<file path="config.mk">
export PLATFORM = sky130hd
export DESIGN_NAME = wra_translator
export DESIGN_NICKNAME = d
export VERILOG_FILES = /design/src/rtl/wra_pkg.sv /design/src/rtl/wra_bank_fsm.sv /design/src/rtl/wra_ptr_file.sv /design/src/rtl/wra_resolve.sv /design/src/rtl/wra_translator.sv
export SDC_FILE = /design/constraint.sdc
export NUM_CORES = 1
export LEC_CHECK = 0
export ABC_AREA = 1
export CORE_AREA = 2 2 53 65
export DETAILED_ROUTE_END_ITERATION = 8
export DIE_AREA = 0 0 55 67
export MAX_ROUTING_LAYER = met4
export PLACE_DENSITY = 0.83
export REMOVE_ABC_BUFFERS = 1
export SYNTH_ARGS = -nofsm -noshare
export SYNTH_HDL_FRONTEND = slang
export SYNTH_SLANG_ARGS = --single-unit
</file>
<file path="constraint.sdc">
create_clock -name clk -period 1.95 [get_ports clk]
set_input_delay 0.39 -clock clk [delete_from_list [all_inputs] [get_ports clk]]
set_output_delay 0.39 -clock clk [all_outputs]
set_load 0.01 [all_outputs]
</file>
<file path="src/rtl/wra_pkg.sv">
package wra_pkg;

    localparam int OFF_W   = 8;
    localparam int PAGE_W  = 4;
    localparam int SLICE_W = 3;
    localparam int BASE_W  = OFF_W - SLICE_W;
    localparam int NIB_W   = SLICE_W + 1;

    localparam logic [OFF_W-1:0]  PTRA_RST = 8'hC0;
    localparam logic [OFF_W-1:0]  PTRB_RST = 8'hC8;
    localparam logic [OFF_W-1:0]  PAGE_RST = 8'h00;
    localparam logic [NIB_W-1:0]  ESC_NIB  = 4'hC;

    typedef enum logic [2:0] {
        AREA_PAGED = 3'd0,
        AREA_CTRL  = 3'd1,
        AREA_BANK0 = 3'd2,
        AREA_BANK1 = 3'd3,
        AREA_STACK = 3'd4
    } area_e;

    typedef enum logic {
        AM_DIRECT   = 1'b0,
        AM_INDIRECT = 1'b1
    } amode_e;

    typedef enum logic [1:0] {
        WSEL_PTRA = 2'd0,
        WSEL_PTRB = 2'd1,
        WSEL_PAGE = 2'd2,
        WSEL_NONE = 2'd3
    } wsel_e;

    typedef enum logic {
        BANK_ZERO = 1'b0,
        BANK_ONE  = 1'b1
    } bank_state_e;

endpackage

</file>
<file path="src/rtl/wra_bank_fsm.sv">
module wra_bank_fsm
    import wra_pkg::*;
(
    input  logic clk,
    input  logic rst_n,
    input  logic bank_set,
    input  logic bank_clr,
    output logic bank_hi
);

    bank_state_e state_q;
    bank_state_e state_d;

    always_ff @(posedge clk) begin
        if (!rst_n) begin
            state_q <= BANK_ZERO;
        end else begin
            state_q <= state_d;
        end
    end

    always_comb begin
        state_d = state_q;
        unique case (state_q)
            BANK_ZERO: begin
                if (bank_set && !bank_clr) begin
                    state_d = BANK_ONE;
                end
            end
            BANK_ONE: begin
                if (bank_clr && !bank_set) begin
                    state_d = BANK_ZERO;
                end
            end
        endcase
    end

    always_comb begin
        unique case (state_q)
            BANK_ZERO: bank_hi = 1'b0;
            BANK_ONE:  bank_hi = 1'b1;
        endcase
    end

endmodule

</file>
<file path="src/rtl/wra_ptr_file.sv">
module wra_ptr_file
    import wra_pkg::*;
(
    input  logic              clk,
    input  logic              rst_n,
    input  logic              wr_en,
    input  logic [1:0]        wr_sel,
    input  logic [OFF_W-1:0]  wr_data,
    output logic [BASE_W-1:0] base_a,
    output logic [BASE_W-1:0] base_b,
    output logic [OFF_W-1:0]  page_sel
);

    logic [BASE_W-1:0] base_a_q;
    logic [BASE_W-1:0] base_b_q;
    logic [OFF_W-1:0]  page_q;
    wsel_e             sel;

    assign sel = wsel_e'(wr_sel);

    always_ff @(posedge clk) begin
        if (!rst_n) begin
            base_a_q <= PTRA_RST[OFF_W-1:SLICE_W];
            base_b_q <= PTRB_RST[OFF_W-1:SLICE_W];
            page_q   <= PAGE_RST;
        end else if (wr_en) begin
            unique case (sel)
                WSEL_PTRA: base_a_q <= wr_data[OFF_W-1:SLICE_W];
                WSEL_PTRB: base_b_q <= wr_data[OFF_W-1:SLICE_W];
                WSEL_PAGE: page_q   <= wr_data;
                WSEL_NONE: ;
            endcase
        end
    end

    assign base_a   = base_a_q;
    assign base_b   = base_b_q;
    assign page_sel = page_q;

endmodule

</file>
<file path="src/rtl/wra_resolve.sv">
module wra_resolve
    import wra_pkg::*;
(
    input  logic              is_short,
    input  logic [OFF_W-1:0]  val,
    input  logic              mode,
    input  logic              pair,
    input  logic [BASE_W-1:0] base_a,
    input  logic [BASE_W-1:0] base_b,
    input  logic [PAGE_W-1:0] page_in,
    input  logic              bank_hi,
    output logic [PAGE_W-1:0] page_o,
    output logic [OFF_W-1:0]  off_o,
    output area_e             area_o,
    output logic              err_o
);

    logic              working;
    logic              as_direct;
    logic [NIB_W-1:0]  nib;
    logic [BASE_W-1:0] base_sel;
    logic [OFF_W-1:0]  raw;
    logic              upper_quarter;

    assign nib      = val[NIB_W-1:0];
    assign working  = is_short ||
                      ((amode_e'(mode) == AM_DIRECT) && (val[OFF_W-1:NIB_W] == ESC_NIB));
    assign base_sel = nib[SLICE_W] ? base_b : base_a;
    assign raw      = working ? {base_sel, nib[SLICE_W-1:0]} : val;
    assign as_direct = working || (amode_e'(mode) == AM_DIRECT);
    assign upper_quarter = &raw[OFF_W-1:OFF_W-2];

    always_comb begin
        if (!upper_quarter) begin
            area_o = AREA_PAGED;
        end else if (!as_direct) begin
            area_o = AREA_STACK;
        end else if (!raw[OFF_W-3]) begin
            area_o = AREA_CTRL;
        end else if (bank_hi) begin
            area_o = AREA_BANK1;
        end else begin
            area_o = AREA_BANK0;
        end
    end

    always_comb begin
        unique case (area_o)
            AREA_PAGED, AREA_STACK: page_o = page_in;
            default:                page_o = '0;
        endcase
    end

    assign err_o = pair && raw[0];
    assign off_o = {raw[OFF_W-1:1], raw[0] & ~pair};

endmodule

</file>
<file path="src/rtl/wra_translator.sv">
module wra_translator
    import wra_pkg::*;
(
    input  logic        clk,
    input  logic        rst_n,
    input  logic        wr_en,
    input  logic [1:0]  wr_sel,
    input  logic [7:0]  wr_data,
    input  logic        bank_set,
    input  logic        bank_clr,
    input  logic        src_short,
    input  logic [7:0]  src_val,
    input  logic        src_mode,
    input  logic        src_pair,
    input  logic        dst_short,
    input  logic [7:0]  dst_val,
    input  logic        dst_mode,
    input  logic        dst_pair,
    output logic [3:0]  src_page,
    output logic [7:0]  src_off,
    output logic [2:0]  src_area,
    output logic        src_err,
    output logic [3:0]  dst_page,
    output logic [7:0]  dst_off,
    output logic [2:0]  dst_area,
    output logic        dst_err
);

    localparam int NPATH = 2;

    logic [BASE_W-1:0] base_a;
    logic [BASE_W-1:0] base_b;
    logic [OFF_W-1:0]  page_sel;
    logic              bank_hi;

    logic              p_short [NPATH];
    logic [OFF_W-1:0]  p_val   [NPATH];
    logic              p_mode  [NPATH];
    logic              p_pair  [NPATH];
    logic [PAGE_W-1:0] p_pgin  [NPATH];
    logic [PAGE_W-1:0] p_page  [NPATH];
    logic [OFF_W-1:0]  p_off   [NPATH];
    area_e             p_area  [NPATH];
    logic              p_err   [NPATH];

    wra_ptr_file u_ptrs (
        .clk      (clk),
        .rst_n    (rst_n),
        .wr_en    (wr_en),
        .wr_sel   (wr_sel),
        .wr_data  (wr_data),
        .base_a   (base_a),
        .base_b   (base_b),
        .page_sel (page_sel)
    );

    wra_bank_fsm u_bank (
        .clk      (clk),
        .rst_n    (rst_n),
        .bank_set (bank_set),
        .bank_clr (bank_clr),
        .bank_hi  (bank_hi)
    );

    // path 0 reads with the low page nibble, path 1 writes with the high one
    assign p_short[0] = src_short;
    assign p_val[0]   = src_val;
    assign p_mode[0]  = src_mode;
    assign p_pair[0]  = src_pair;
    assign p_pgin[0]  = page_sel[PAGE_W-1:0];
    assign p_short[1] = dst_short;
    assign p_val[1]   = dst_val;
    assign p_mode[1]  = dst_mode;
    assign p_pair[1]  = dst_pair;
    assign p_pgin[1]  = page_sel[OFF_W-1:PAGE_W];

    for (genvar g = 0; g < NPATH; g++) begin : g_path
        wra_resolve u_res (
            .is_short (p_short[g]),
            .val      (p_val[g]),
            .mode     (p_mode[g]),
            .pair     (p_pair[g]),
            .base_a   (base_a),
            .base_b   (base_b),
            .page_in  (p_pgin[g]),
            .bank_hi  (bank_hi),
            .page_o   (p_page[g]),
            .off_o    (p_off[g]),
            .area_o   (p_area[g]),
            .err_o    (p_err[g])
        );
    end

    assign src_page = p_page[0];
    assign src_off  = p_off[0];
    assign src_area = p_area[0];
    assign src_err  = p_err[0];
    assign dst_page = p_page[1];
    assign dst_off  = p_off[1];
    assign dst_area = p_area[1];
    assign dst_err  = p_err[1];

endmodule

</file>
# After elaboration in Yosys (flattened, before gate mapping)
# Cells that the tools add are included.
totals:
  register_bits: 19
  input_bits: 37
  output_inout_bits: 32
  wordCells: 56
classes:
  n_eq_ne: 6
  mux: 17
  bitwise: 7
  reduce_logical: 22
ops:
  columns: ["operator", "n"]
  rows:
  - ["two-way mux 8 bit", 2]
  - ["two-way mux 3 bit", 5]
  - ["two-way mux 5 bit", 2]
  - ["AND reduction 2 bit", 5]
  - ["equality test 4 bit, second input constant", 2]
  - ["two-way mux 4 bit", 2]
  - ["equality test 3 bit, second input constant", 2]
  - ["logical AND 1 bit", 6]
  - ["logical NOT 3 bit", 2]
  - ["NOT 1 bit", 5]
  - ["logical OR 1 bit", 4]
  - ["case mux 1 bit (2 select lines)", 2]
  - ["OR reduction 2 bit", 2]
  - ["two-way mux 1 bit", 3]
  - ["bitwise AND 1 bit", 2]
  - ["equality test 2 x 1 -> 1 bit, second input constant", 1]
  - ["equality test 2 bit, second input constant", 1]
  - ["logical NOT 1 bit", 2]
  - ["logical NOT 2 bit", 1]
  - ["two-way mux 2 bit", 1]

# Longest topological paths before layout
depth:
  ltp_word: 10
  depth_mapped: 9
  ltp_nobuf: 9

# By module
# Synthesis repeated with hierarchy kept, for this count alone.
hier_totals:
  cells_unflattened: 219
  area_unflattened_um2: 1306.3
by_module_without_submodules:
  columns: ["module", "n_inst", "cells_per_inst", "area_each_um2", "seq_area_each_um2"]
  rows:
  - ["wra_ptr_file", 1, 108, 750.7, 360.3]
  - ["wra_resolve", 2, 53, 259.0, 0.0]
  - ["wra_bank_fsm", 1, 5, 37.5, 20.0]

# Least setup slack after synthesis
# No wires, ideal clock.
synth_timing:
  path_kind: "input-to-output"
  from: "input dst_val[3]"
  to: "output dst_area[0]"
  t_arrival_ps: 1124
  t_required_ps: 1560
  path_slack_ps: 436
  cell_stages: 6
  n_path_buf: 1
  cell_sequence: "buf_4 o21ai_0 nand2_2 nand2_4 nand3_4 nor2_2"
synth_between:
  elab_cells_between_ends: 6
  classes_between: "mux: 5; reduce/logical: 1"
synth_lines:
  columns: ["element", "line_no", "rtl"]
  rows:
  - ["from (decl)", "wra_translator.sv:16", "input logic [7:0] dst_val,"]
  - ["two-way mux 5 bit", "wra_resolve.sv:28", "assign base_sel = nib[SLICE_W] ? base_b : base_a;"]
  - ["two-way mux 8 bit", "wra_resolve.sv:29", "assign raw = working ? {base_sel, nib[SLICE_W-1:0]} : val;"]
  - ["net dst_off[6]", "wra_translator.sv:24", "output logic [7:0] dst_off,"]
  - ["AND reduction 2 bit", "wra_resolve.sv:31", "assign upper_quarter = &raw[OFF_W-1:OFF_W-2];"]
  - ["two-way mux 3 bit", "wra_resolve.sv:34", "if (!upper_quarter) begin"]
  - ["to (decl)", "wra_translator.sv:25", "output logic [2:0] dst_area,"]
# The timed path passes the listed nets, and every way through them passes these cells.

# Final worst setup path
layout_timing:
  from: "register u_ptrs.base_a_q[4], in the netlist u_ptrs.base_a[4]"
  to: "output src_area[0]"
layout_between:
  elab_chain_cells: 4
layout_rtl:
  columns: ["element", "line_no", "rtl"]
  rows:
  - ["from (decl)", "wra_ptr_file.sv:14", "logic [BASE_W-1:0] base_a_q;"]
  - ["from (signal assigned)", "wra_ptr_file.sv:23", "base_a_q <= PTRA_RST[OFF_W-1:SLICE_W];"]
  - ["from (signal assigned)", "wra_ptr_file.sv:28", "WSEL_PTRA: base_a_q <= wr_data[OFF_W-1:SLICE_W];"]
  - ["two-way mux 5 bit", "wra_resolve.sv:28", null]
  - ["two-way mux 8 bit", "wra_resolve.sv:29", null]
  - ["AND reduction 2 bit", "wra_resolve.sv:31", null]
  - ["two-way mux 3 bit", "wra_resolve.sv:34", null]
  - ["to (decl)", "wra_translator.sv:21", "output logic [2:0] src_area,"]
# Every way passes these cells.

==> report_table.html <==
<table>
<tr><th>Metric</th><th>Value</th></tr>
<tr><th colspan="2">Synthesis</th></tr>
<tr><td>Sequential fraction of the synthesis area</td><td>0.313</td></tr>
<tr><td>Dominant synthesized flop cell</td><td>dfxtp_1</td></tr>
<tr><td>Number of distinct library cell variants in the gate-level netlist after synthesis</td><td>21</td></tr>
<tr><td>EDFF count, synth</td><td>0</td></tr>
<tr><td>Top post-synthesis cells by area</td><td>dfxtp_1, nand2_1, nor2_1</td></tr>
<tr><td>Synth cell count leaders</td><td>nand2_1, nor2_1, dfxtp_1</td></tr>
<tr><td>Share of the synthesized area in the top cell type</td><td>0.313</td></tr>
<tr><td>Synth warn</td><td>0</td></tr>
<tr><td>Cell count after synthesis</td><td>between 150 and 200</td></tr>
<tr><td>Cell area after technology mapping</td><td>0.00122 mm²</td></tr>
<tr><td>Post-synthesis cell type with the largest combined area</td><td>dfxtp_1</td></tr>
<tr><td>Number of synthesized register bits</td><td>19</td></tr>
<tr><td>Async S/R FF share, synth</td><td>0</td></tr>
<tr><td>Mean instance size in the synthesized netlist</td><td>~6.5 µm²</td></tr>
<tr><th colspan="2">Finish</th></tr>
<tr><td>Fill cell count</td><td>between 200 and 300</td></tr>
<tr><td>Area Growth Syn to Fin</td><td>67.9%</td></tr>
<tr><td>Share of post-route cells with drive strength above 1</td><td>0.391</td></tr>
<tr><td>Final antenna diode count</td><td>0</td></tr>
<tr><td>Area of combinational cells with multiple inputs</td><td>790 µm²</td></tr>
<tr><td>Layout net count</td><td>about 310</td></tr>
<tr><td>Final Instance Count excl. Fillers</td><td>~310</td></tr>
<tr><td>Sequential standard cell area</td><td>380 µm²</td></tr>
<tr><th colspan="2">Place</th></tr>
<tr><td>PortBufs</td><td>60</td></tr>
<tr><td>Worst slack, placed</td><td>-0.588 ns</td></tr>
<tr><td>Final Wtd Congestion</td><td>0.793</td></tr>
<tr><td>Placed Cells incl. Taps</td><td>roughly 290</td></tr>
<tr><td>Placed wire-length estimate after detailed placement</td><td>about 2600 µm</td></tr>
<tr><th colspan="2">Drt</th></tr>
<tr><td>Post-route ant nets</td><td>0</td></tr>
<tr><td>Ratio of routed vias to standard cells</td><td>between 4 and 5</td></tr>
<tr><td>Number of detailed-route iterations in the first pass</td><td>4</td></tr>
<tr><td>Total Routed Length</td><td>~3300 µm</td></tr>
<tr><td>Via count of the routed design</td><td>1442</td></tr>
<tr><td>Average wire per cell in the routed design</td><td>10.8 µm</td></tr>
<tr><td>Post-detailed-route DRC marker count</td><td>0</td></tr>
<tr><td>Initial DRC Count</td><td>13</td></tr>
<tr><th colspan="2">Clock network</th></tr>
<tr><td>Cts bufs inserted</td><td>3</td></tr>
<tr><td>Number of clock sinks</td><td>19</td></tr>
<tr><td>Clock tree buffer depth</td><td>2</td></tr>
<tr><td>Root buffer cell</td><td>clkbuf_4</td></tr>
<tr><td>Clk_lat worst skew</td><td>0.28 ns</td></tr>
<tr><td>Clock-pin transition on the worst setup and hold timing paths</td><td>0.10 ns</td></tr>
<tr><td>H-tree level count</td><td>1</td></tr>
<tr><td>CTS tree</td><td>built</td></tr>
<tr><th colspan="2">Timing</th></tr>
<tr><td>Tightest Pin Transition</td><td>slightly above 0.3 ns</td></tr>
<tr><td>Least setup slack across all paths after layout</td><td>0.0581 ns</td></tr>
<tr><td>Slew Limit Headroom</td><td>0.791</td></tr>
<tr><td>Setup repair after global routing missed its margin</td><td>true</td></tr>
<tr><td>Maximum clock rate</td><td>approximately 530 MHz</td></tr>
<tr><td>Min cycle time layout</td><td>1.89 ns</td></tr>
<tr><td>Final number of setup-violating endpoints</td><td>0</td></tr>
<tr><td>Post-route clock period utilization</td><td>0.970</td></tr>
<tr><td>Max-slew violation count</td><td>0</td></tr>
<tr><td>Final Skew</td><td>0 ns</td></tr>
<tr><td>Fin. Hold Viols</td><td>0</td></tr>
<tr><th colspan="2">Critical path</th></tr>
<tr><td>Max stage delay on crit path</td><td>about 0.32 ns</td></tr>
<tr><td>Critical Path, Cell by Cell</td><td>inv_1 -&gt; o21ai_2 -&gt; nand2_4 -&gt; nand2_4 -&gt; nand3_4 -&gt; buf_6 -&gt; nor2_2 -&gt; buf_2</td></tr>
<tr><td>Largest delay contributor family on the critical path</td><td>buffers and inverters</td></tr>
<tr><td>Critical path peak fanout</td><td>6</td></tr>
<tr><td>Count of buffering cells on the critical path with inverters included</td><td>3</td></tr>
<tr><td>Worst setup SP type</td><td>flip-flop</td></tr>
<tr><td>Arrival time worst endpoint</td><td>around 1.5 ns</td></tr>
<tr><td>Type of element capturing the critical path</td><td>output port</td></tr>
<tr><td>Cell type with the highest occurrence count on the critical path</td><td>nand2_4</td></tr>
<tr><td>Cell with the biggest individual delay on the critical path</td><td>dfxtp_1</td></tr>
<tr><td>Kind of critical path</td><td>reg -&gt; out</td></tr>
<tr><td>Data required time at the worst endpoint</td><td>1.56 ns</td></tr>
<tr><th colspan="2">Global routing</th></tr>
<tr><td>Tot GR Track Use</td><td>0.199</td></tr>
<tr><td>GR Layer Usage met3</td><td>0.0202</td></tr>
<tr><td>Antenna violations before repair</td><td>0</td></tr>
<tr><td>Remaining global-route overflow</td><td>0</td></tr>
<tr><td>Maximum number of pins on one net before global-route repair</td><td>20</td></tr>
<tr><td>M1 GR Usage</td><td>0.214</td></tr>
<tr><td>First-pass GRT wire length</td><td>between 5000 and 6000 µm</td></tr>
<tr><td>Vias in the first global route</td><td>1369</td></tr>
<tr><td>Busiest layer in global routing</td><td>met2</td></tr>
<tr><td>Met2 routing resource usage after global routing</td><td>0.354</td></tr>
<tr><th colspan="2">Pwr</th></tr>
<tr><td>Leak</td><td>1.10 nW</td></tr>
<tr><td>Maximum VDD drop</td><td>0.451 mV</td></tr>
<tr><td>Power per cell area</td><td>483 mW/mm²</td></tr>
<tr><th colspan="2">Run status</th></tr>
<tr><td>Run status</td><td>finished, final reports clean</td></tr>
<tr><th colspan="2">Floorplan</th></tr>
<tr><td># IOs</td><td>just under 70</td></tr>
<tr><td>Area of the die</td><td>0.00369 mm²</td></tr>
<tr><td>Standard cell core area</td><td>0.00303 mm²</td></tr>
<tr><td>Initial core utilization</td><td>0.402</td></tr>
<tr><td>Horizontal die dimension</td><td>55 µm</td></tr>
<tr><td>Placement Rows</td><td>22</td></tr>
<tr><td>Die Height</td><td>about 67 µm</td></tr>
<tr><th colspan="2">Hold path</th></tr>
<tr><td>Worst Hold Class</td><td>reg -&gt; reg</td></tr>
<tr><th colspan="2">Run</th></tr>
<tr><td>Max_cap viols</td><td>0</td></tr>
</table>
-- final cells by class --
cell class | count | area share
Clock buffer | 4 | 0.0129
Inverter | 26 | 0.0478
Multi-Input combinational cell | 135 | 0.387
Sequential cell | 19 | 0.186
Tap cell | 36 | 0.0221
Timing Repair Buffer | 87 | 0.344
-- sequential cells by signal (all words and copies together) (netlist names) --
register,flops
u_ptrs.page_sel,8
u_ptrs.base_a,5
u_bank.state_q,1
u_ptrs.base_b,5
-- timing repair --
item / in CTS / in global routing
resized for setup: 102 / 48
endpoints found under the setup margin: 24 / 27
pin swaps: 17 / 23
hold buffers: 0 / 0
buffers inserted: 7 / 3
-- path summary, 6_finish.rpt --
path / startpoint / endpoint / slack [ns] / cells past startpoint
min: u_ptrs.base_a[2] / u_ptrs.base_a[2] / 0.48 / 2
max reg2reg: u_ptrs.base_a[0] / u_ptrs.base_a[0] / 1.29 / 2
min reg2reg: u_ptrs.base_a[2] / u_ptrs.base_a[2] / 0.48 / 2
max: u_ptrs.base_a[4] / src_area[0] / 0.06 / 8
-- report_power, final --
| group | switching [mW] | internal [mW] | leakage, nW |
|---|---|---|---|
| Combinational | 0.186 | 0.188 | 0.925 |
| Clock | 0.111 | 0.0794 | 0.0150 |
| Sequential | 0.0130 | 0.408 | 0.156 |
-- worst min-delay path: cells and delay by family (launching register included) --
| family | cells | cell delay, ns |
|---|---|---|
| AOI/OAI and AO/OA | 1 | 0.06 |
| buffers and inverters | 1 | 0.06 |
| DFF | 1 | 0.32 |
-- layout by cell type, fill, tap and decap left out --
master,instances
o21ai_2,4
o21ai_4,2
nand3_2,2
buf_4,23
nand2_2,10
nor2_2,6
buf_2,16
dlymetal6s2s_1,4
nand3_4,3
clkdlybuf4s15_2,1
clkbuf_2,10
nor3_4,1
dlygate4sd2_1,5
clkdlybuf4s50_1,19
clkbuf_4,3
buf_6,4
o21ai_0,3
o21ai_1,13
clkbuf_1,1
nand2_4,11
nand3_1,5
buf_12,1
clkdlybuf4s15_1,4
inv_2,9
inv_1,17
a21oi_1,10
a31oi_1,1
nor2_1,35
dfxtp_1,19
o211ai_1,2
nand2_1,27
-- per-stage QoR --
step                power (mW)   util  instance area [µm²]  hold slack (ns)  TNS, ns
finish                   0.985  0.674                 2040            0.476        0
global route              1.05  0.674                 2040            0.508  -0.0254
CTS                      0.972  0.661                 2000            0.478   -0.246
detailed placement       0.798  0.646                 1960            0.464   -12.18
global placement         0.792  0.646                 1960            0.453   -11.29
floorplan                0.580      -                 1170            0.435        0
-- per-layer routing --
metal / wire, µm / share of wire
met3: 173 / 0.052
met1: 1340 / 0.40
met4: 65 / 0.020
met2: 1740 / 0.52
met5: 0 / 0
-- kinds of logic after synthesis --
| logic type | count (synthesis) | synth area share |
|---|---|---|
| AO/OA/AOI/OAI | 35 | 0.155 |
| buffers and inverters | 33 | 0.118 |
| flip-flops | 19 | 0.313 |
| AND/OR/NAND/NOR | 100 | 0.414 |
No activity file was read; power rests on OpenSTA's default activity.
